===== config.mk =====
export PLATFORM = sky130hd
export DESIGN_NAME = bitgate_cpu
export DESIGN_NICKNAME = d
export VERILOG_FILES = /design/src/rtl/bgc_pkg.sv /design/src/rtl/bgc_imem.sv /design/src/rtl/bgc_slots.sv /design/src/rtl/bgc_gate.sv /design/src/rtl/bitgate_cpu.sv
export SDC_FILE = /design/constraint.sdc
export NUM_CORES = 1
export LEC_CHECK = 0
export ABC_AREA = 1
export BUFFER_PORTS_ARGS = -buffer_cell sky130_fd_sc_hd__buf_2
export CAP_MARGIN = 40
export CORE_MARGIN = 1.5
export CORE_UTILIZATION = 43
export DETAILED_ROUTE_END_ITERATION = 10
export HOLD_SLACK_MARGIN = 0.05
export PLACE_DENSITY = 0.56
export SLEW_MARGIN = 15
export SYNTH_ARGS = -nofsm -noshare
export SYNTH_HDL_FRONTEND = slang
export SYNTH_HIERARCHICAL = 1
export SYNTH_SLANG_ARGS = --single-unit

===== constraint.sdc =====
create_clock -name clk -period 2.1 [get_ports clk]
set_input_delay 0.315 -clock clk [delete_from_list [all_inputs] [get_ports clk]]
set_output_delay 0.315 -clock clk [all_outputs]
set_load 0.01 [all_outputs]

===== src/rtl/bgc_pkg.sv =====
package bgc_pkg;
   typedef enum logic [1:0] {
      K_INPUT = 2'b00,
      K_GATE  = 2'b01,
      K_OUT   = 2'b10,
      K_NOP   = 2'b11
   } kind_e;
endpackage


===== src/rtl/bgc_imem.sv =====
module bgc_imem #(
   parameter int ADDR_W = 4,
   parameter int DATA_W = 15
) (
   input  logic              clk,
   input  logic              we,
   input  logic [ADDR_W-1:0] waddr,
   input  logic [DATA_W-1:0] wdata,
   input  logic [ADDR_W-1:0] raddr,
   output logic [DATA_W-1:0] rdata
);
   localparam int DEPTH = 1 << ADDR_W;
   logic [DATA_W-1:0] words [DEPTH];

   always_ff @(posedge clk) begin
      if (we) words[waddr] <= wdata;
   end

   assign rdata = words[raddr];
endmodule


===== src/rtl/bgc_slots.sv =====
module bgc_slots #(
   parameter int AW = 3
) (
   input  logic          clk,
   input  logic          rst,
   input  logic          we,
   input  logic [AW-1:0] waddr,
   input  logic          wbit,
   input  logic [AW-1:0] ra,
   input  logic [AW-1:0] rb,
   output logic          qa,
   output logic          qb
);
   localparam int N = 1 << AW;
   logic [N-1:0] bits;

   for (genvar g = 0; g < N; g++) begin : g_slot
      always_ff @(posedge clk) begin
         if (rst)                                   bits[g] <= 1'b0;
         else if (we && waddr == AW'(g))            bits[g] <= wbit;
      end
   end

   assign qa = bits[ra];
   assign qb = bits[rb];
endmodule


===== src/rtl/bgc_gate.sv =====
module bgc_gate #(
   parameter int TW        = 4,
   parameter bit MSB_FIRST = 1'b1
) (
   input  logic [TW-1:0] tbl,
   input  logic          a,
   input  logic          b,
   output logic          y
);
   localparam int IW = $clog2(TW);
   logic [IW-1:0] idx;
   assign idx = {a, b};

   if (MSB_FIRST) begin : g_msb
      assign y = tbl[IW'(TW - 1) - idx];
   end else begin : g_lsb
      assign y = tbl[idx];
   end
endmodule


===== src/rtl/bitgate_cpu.sv =====
module bitgate_cpu #(
   parameter int PC_W    = 4,
   parameter int SLOT_AW = 3,
   parameter int OP_W    = 4,
   parameter int KIND_W  = 2,
   parameter int INSTR_W = KIND_W + OP_W + 3 * SLOT_AW
) (
   input  logic               clk,
   input  logic               rst,
   input  logic               prog_we,
   input  logic [PC_W-1:0]    prog_addr,
   input  logic [INSTR_W-1:0] prog_data,
   input  logic               in_bit,
   output logic               out_bit
);
   import bgc_pkg::*;

   localparam int TBL_LO  = 3 * SLOT_AW;
   localparam int KIND_LO = TBL_LO + OP_W;

   if (OP_W != 4)                             begin : g_bad_op   $error("OP_W must be 4"); end
   if (KIND_W != 2)                           begin : g_bad_kind $error("KIND_W must be 2"); end
   if (SLOT_AW < 1)                           begin : g_bad_slot $error("SLOT_AW must be >= 1"); end
   if (INSTR_W != KIND_W + OP_W + 3*SLOT_AW)  begin : g_bad_iw   $error("INSTR_W mismatch"); end

   logic [PC_W-1:0]    pc;
   logic [INSTR_W-1:0] instr;
   kind_e              kind;
   logic [OP_W-1:0]    tbl;
   logic [SLOT_AW-1:0] src_a, src_b, dst;
   logic               qa, qb, gate_y, wr_en, wr_bit;

   bgc_imem #(.ADDR_W(PC_W), .DATA_W(INSTR_W)) u_imem (
      .clk(clk), .we(prog_we & rst), .waddr(prog_addr), .wdata(prog_data),
      .raddr(pc), .rdata(instr)
   );

   assign kind  = kind_e'(instr[KIND_LO +: KIND_W]);
   assign tbl   = instr[TBL_LO +: OP_W];
   assign src_a = instr[2*SLOT_AW +: SLOT_AW];
   assign src_b = instr[SLOT_AW +: SLOT_AW];
   assign dst   = instr[0 +: SLOT_AW];

   bgc_slots #(.AW(SLOT_AW)) u_slots (
      .clk(clk), .rst(rst), .we(wr_en), .waddr(dst), .wbit(wr_bit),
      .ra(src_a), .rb(src_b), .qa(qa), .qb(qb)
   );

   bgc_gate #(.TW(OP_W), .MSB_FIRST(1'b1)) u_gate (
      .tbl(tbl), .a(qa), .b(qb), .y(gate_y)
   );

   assign wr_en  = (kind == K_INPUT) || (kind == K_GATE);
   assign wr_bit = (kind == K_INPUT) ? in_bit : gate_y;

   always_ff @(posedge clk) begin
      if (rst) pc <= '0;
      else     pc <= pc + 1'b1;
   end

   always_ff @(posedge clk) begin
      if (rst)                 out_bit <= 1'b0;
      else if (kind == K_OUT)  out_bit <= qa;
   end
endmodule


==> results summary <==
The flow ran to the end, but the final reports show violations. The checks that failed: setup timing. The top cell types in the final layout, fill and taps aside, are sky130_fd_sc_hd__nand2_1, sky130_fd_sc_hd__edfxtp_1, sky130_fd_sc_hd__inv_1, sky130_fd_sc_hd__nand3_1, sky130_fd_sc_hd__buf_4. The number of placement rows is 58. In this run the worst path has a maximum fanout of 8. The detailed router finished its first iteration with 655 violations. The die covers 26900 µm². In this run the register-to-register setup slack is -280 ps.

The worst hold slack after final layout is 140 ps. The first global-routing pass estimated 43700 µm of wire. The internal portion of the total power is 0.00902 W.

The routed wirelength normalized by instance count is 18.2 µm. The first-pass detailed-route iteration total came out at 5. The die is 164 µm wide. The final-report hold violation count is 0. The maximum resistive drop on vdd came out at 0.611 mV.

The floorplan step set the die height to 164 µm. The H-tree level count is 1. STA classifies the critical path endpoint as a flop. The number of hold buffers added after CTS was 0. The final worst setup slack is -283 ps. The number of failing setup endpoints in the final timing report is 8. The portion of the clock cycle consumed by the worst path in the final layout came out at 113%.

The leakage power summed over all cells is 5.92 nW. The worst-case clock buffer depth came out at 3. The distinct cell type count of the synthesized netlist is 22. Averaged over all synthesized cells, the footprint is 9.82 µm². The total routed wirelength came out at 29100 µm. The area growth from synthesis to layout is 22.7%. After detailed routing, the number of vias per cell comes to 4.91. The cell count after synthesis came out at 1135. The number of global-route vias before repair was 7411. The number of top-level pins is 24. Yosys printed 6 warnings.

The number of antenna violations at the first check in global routing came out at 0. The effective utilization at floorplan is 44.0%. Setup repair after global routing could not meet its margin everywhere. Entering global routing, the biggest net connects 28 pins.

In the routed design, unresolved DRC markers number 0. The clock latency reported for the late side of the worst-skew pair is 550 ps. The sequential cell area fraction in the yosys report is 67.0%. The placer congestion estimate is 0.876. The maximum clock frequency came out at 420 MHz. The register share of total power came out at 47.2%. The area occupied by multi-input gates came out at 2860 µm². The total number of clock tree sinks is 253.

The aggregate global routing overflow came out at 0. Buffers placed on the I/O ports in this run total 23. The power consumption came out at 0.0119 W.

The number of maximum-capacitance violations is 0. The layout has 2257 filler cells. The number of buffers created by CTS is 28. In this run, the combinational gates consume 12.3% of the power.

When the netlist entered floorplanning its net count stood at 1159. The worst setup path is launched from a flop. The library cell used most frequently in the layout, excluding fill and tap cells, is sky130_fd_sc_hd__nand2_1. In this run the remaining antenna-violating nets after routing total 0. The critical path is of the flop to flop type.

The total via count in the routed design came out at 7829. The number of nets at the end of the flow came out at 1267. Subtracting the final worst setup slack from the clock period gives 2380 ps. The clock transition at the registers of the reported paths came out at 60 ps. The CTS root buffer is sky130_fd_sc_hd__clkbuf_16. Dividing total power by cell area gives a power density of 871 nW/µm². Measured against its own limit, the worst slew margin works out to 77.4%. Of the cells placed in the final design, the portion with a size suffix greater than 1 is 19.7%. The area taken by flip-flops and latches came out at 7470 µm².

The register bit count reported by yosys is 253. The final clock skew is 13.6 ps. TritonCTS built the clock tree. The count of antenna diodes in the layout came out at 0. The tightest min-delay check is of the input pin to flop type. The data required time at the worst endpoint is 2520 ps. Of the total power, the share spent switching nets is 24.2%. The slew at the pin with the worst max-slew slack came out at 339 ps.

The clock network burns 40.5% of the power. The arrival time at the worst endpoint came out at 2810 ps. The final max-slew violation count came out at 0. The half-perimeter wire length of the detailed placement result came out at 17800 µm. After synthesis the cells add up to 11100 µm². The all-layer global routing usage came out at 21.8%. Summed over all nets, the switching power comes to 0.00289 W.

The floorplan core area came out at 25300 µm².
==> layout make-up <==
cell class	count	area share [%]
clock inverters	14	1.02
well taps	330	3.02
clock buffers	38	5.55
flip-flops and latches	253	54.6
repair buffers	128	8.84
inverters	216	6.04
multi-input cells	616	20.9
==> logic make-up after synthesis <==
kind of cell,after synthesis,synth area share (%)
simple gates,603,22.9
buf+inv,266,9.41
flops,253,67.0
compound gates,11,0.494
xor+xnor,1,0.0786
fa+ha+maj,1,0.112
==> path summary, 6_finish.rpt <==
| path | from | depth (start not counted) | end |
|---|---|---|---|
| worst max-delay path | pc[0]$_SDFF_PP0_ | 23 | u_slots/bits[1]$_SDFFE_PP0P_ |
| worst min-delay path | prog_data[14] | 1 | u_imem/words[1][14]$_DFFE_PP_ |
| worst max register to register | pc[0]$_SDFF_PP0_ | 23 | u_slots/bits[1]$_SDFFE_PP0P_ |
| worst min register to register | out_bit$_SDFFE_PP0N_ | 2 | out_bit$_SDFFE_PP0N_ |
==> cells in the mapped netlist <==
library cell | count | area, µm²
sky130_fd_sc_hd__a21oi_1 | 9 | 45.0
sky130_fd_sc_hd__buf_1 | 2 | 7.51
sky130_fd_sc_hd__buf_2 | 32 | 160
sky130_fd_sc_hd__clkbuf_1 | 14 | 52.6
sky130_fd_sc_hd__clkbuf_4 | 1 | 7.51
sky130_fd_sc_hd__clkdlybuf4s25_2 | 1 | 10.0
sky130_fd_sc_hd__clkinv_1 | 1 | 3.75
sky130_fd_sc_hd__dfxtp_1 | 13 | 260
sky130_fd_sc_hd__edfxtp_1 | 240 | 7210
sky130_fd_sc_hd__ha_1 | 1 | 12.5
sky130_fd_sc_hd__inv_1 | 210 | 788
sky130_fd_sc_hd__inv_2 | 5 | 18.8
sky130_fd_sc_hd__nand2_1 | 373 | 1400
sky130_fd_sc_hd__nand3_1 | 202 | 1010
sky130_fd_sc_hd__nand3b_1 | 2 | 15.0
sky130_fd_sc_hd__nand4_1 | 1 | 6.26
sky130_fd_sc_hd__nor2_1 | 20 | 75.1
sky130_fd_sc_hd__nor2_2 | 2 | 12.5
sky130_fd_sc_hd__nor2_4 | 3 | 33.8
sky130_fd_sc_hd__o21ai_0 | 1 | 5.00
sky130_fd_sc_hd__o21ai_1 | 1 | 5.00
sky130_fd_sc_hd__xnor2_1 | 1 | 8.76
==> per-stage QoR <==
stage	setup slack [ps]	util, %	TNS [ps]	std cells	area (µm²)
after floorplan	-3.02	-	-3.62	1135	11300
after global placement	-171	48.6	-1300	1529	12300
after detailed placement	-272	48.6	-2110	1529	12300
after CTS	-173	52.5	-1290	1584	13300
after global routing	-450	54.0	-3510	1595	13700
final	-283	54.0	-2200	1595	13700
==> per-layer routing <==
layer  up-vias  global-route usage (%)  part of all wire, %
li1       3863                       -                    -
met1      3736                    32.2                   46
met2       196                    34.2                   46
met3        34                    2.90                  5.5
met4         0                    5.33                  1.6
met5         -                       0                    0
==> critical path: stages, from the launching register on <==
cell                       delay, ps
sky130_fd_sc_hd__dfxtp_4         420
sky130_fd_sc_hd__clkinv_8        100
sky130_fd_sc_hd__buf_12          150
sky130_fd_sc_hd__buf_8           130
sky130_fd_sc_hd__nand2_2          50
sky130_fd_sc_hd__nand2_1          50
sky130_fd_sc_hd__nand2_1          60
sky130_fd_sc_hd__nand3_2          60
sky130_fd_sc_hd__nand3_2         100
sky130_fd_sc_hd__nand2_4          90
sky130_fd_sc_hd__inv_4            80
sky130_fd_sc_hd__nand2_2          60
sky130_fd_sc_hd__nand3_2          70
sky130_fd_sc_hd__nand2_1          50
sky130_fd_sc_hd__nand2_1          80
sky130_fd_sc_hd__nand2_2          80
sky130_fd_sc_hd__inv_2            80
sky130_fd_sc_hd__nand2_2          60
sky130_fd_sc_hd__nand3_2          70
sky130_fd_sc_hd__nand2_2          50
sky130_fd_sc_hd__o21ai_2          70
sky130_fd_sc_hd__nand2_4         140
sky130_fd_sc_hd__nand3_2         100
sky130_fd_sc_hd__a21oi_1          60
==> sequential cells by signal (all words and copies together), names as in the netlist <==
name	flops
pc	4
out_bit	1
u_imem/words	240
u_slots/bits	8
==> repair_timing <==
| action | CTS | global route |
|---|---|---|
| cloned | 2 | 5 |
| setup endpoints to repair | 8 | 9 |
| endpoints found under the hold margin | 0 | 0 |
| pin swaps | 6 | 30 |
| resized for setup | 11 | 59 |
| buffers inserted | 1 | 7 |
==> power by group through the flow <==
stage	Combinational (W)	Sequential [W]	Clock, W
finish	0.00147	0.00562	0.00482
global route	0.00161	0.00563	0.00511
CTS	0.00129	0.00562	0.00492
detailed placement	0.00124	0.00573	0
global placement	0.00123	0.00573	0
floorplan	0.000784	0.00572	0
Power figures use the tool's default switching activity.
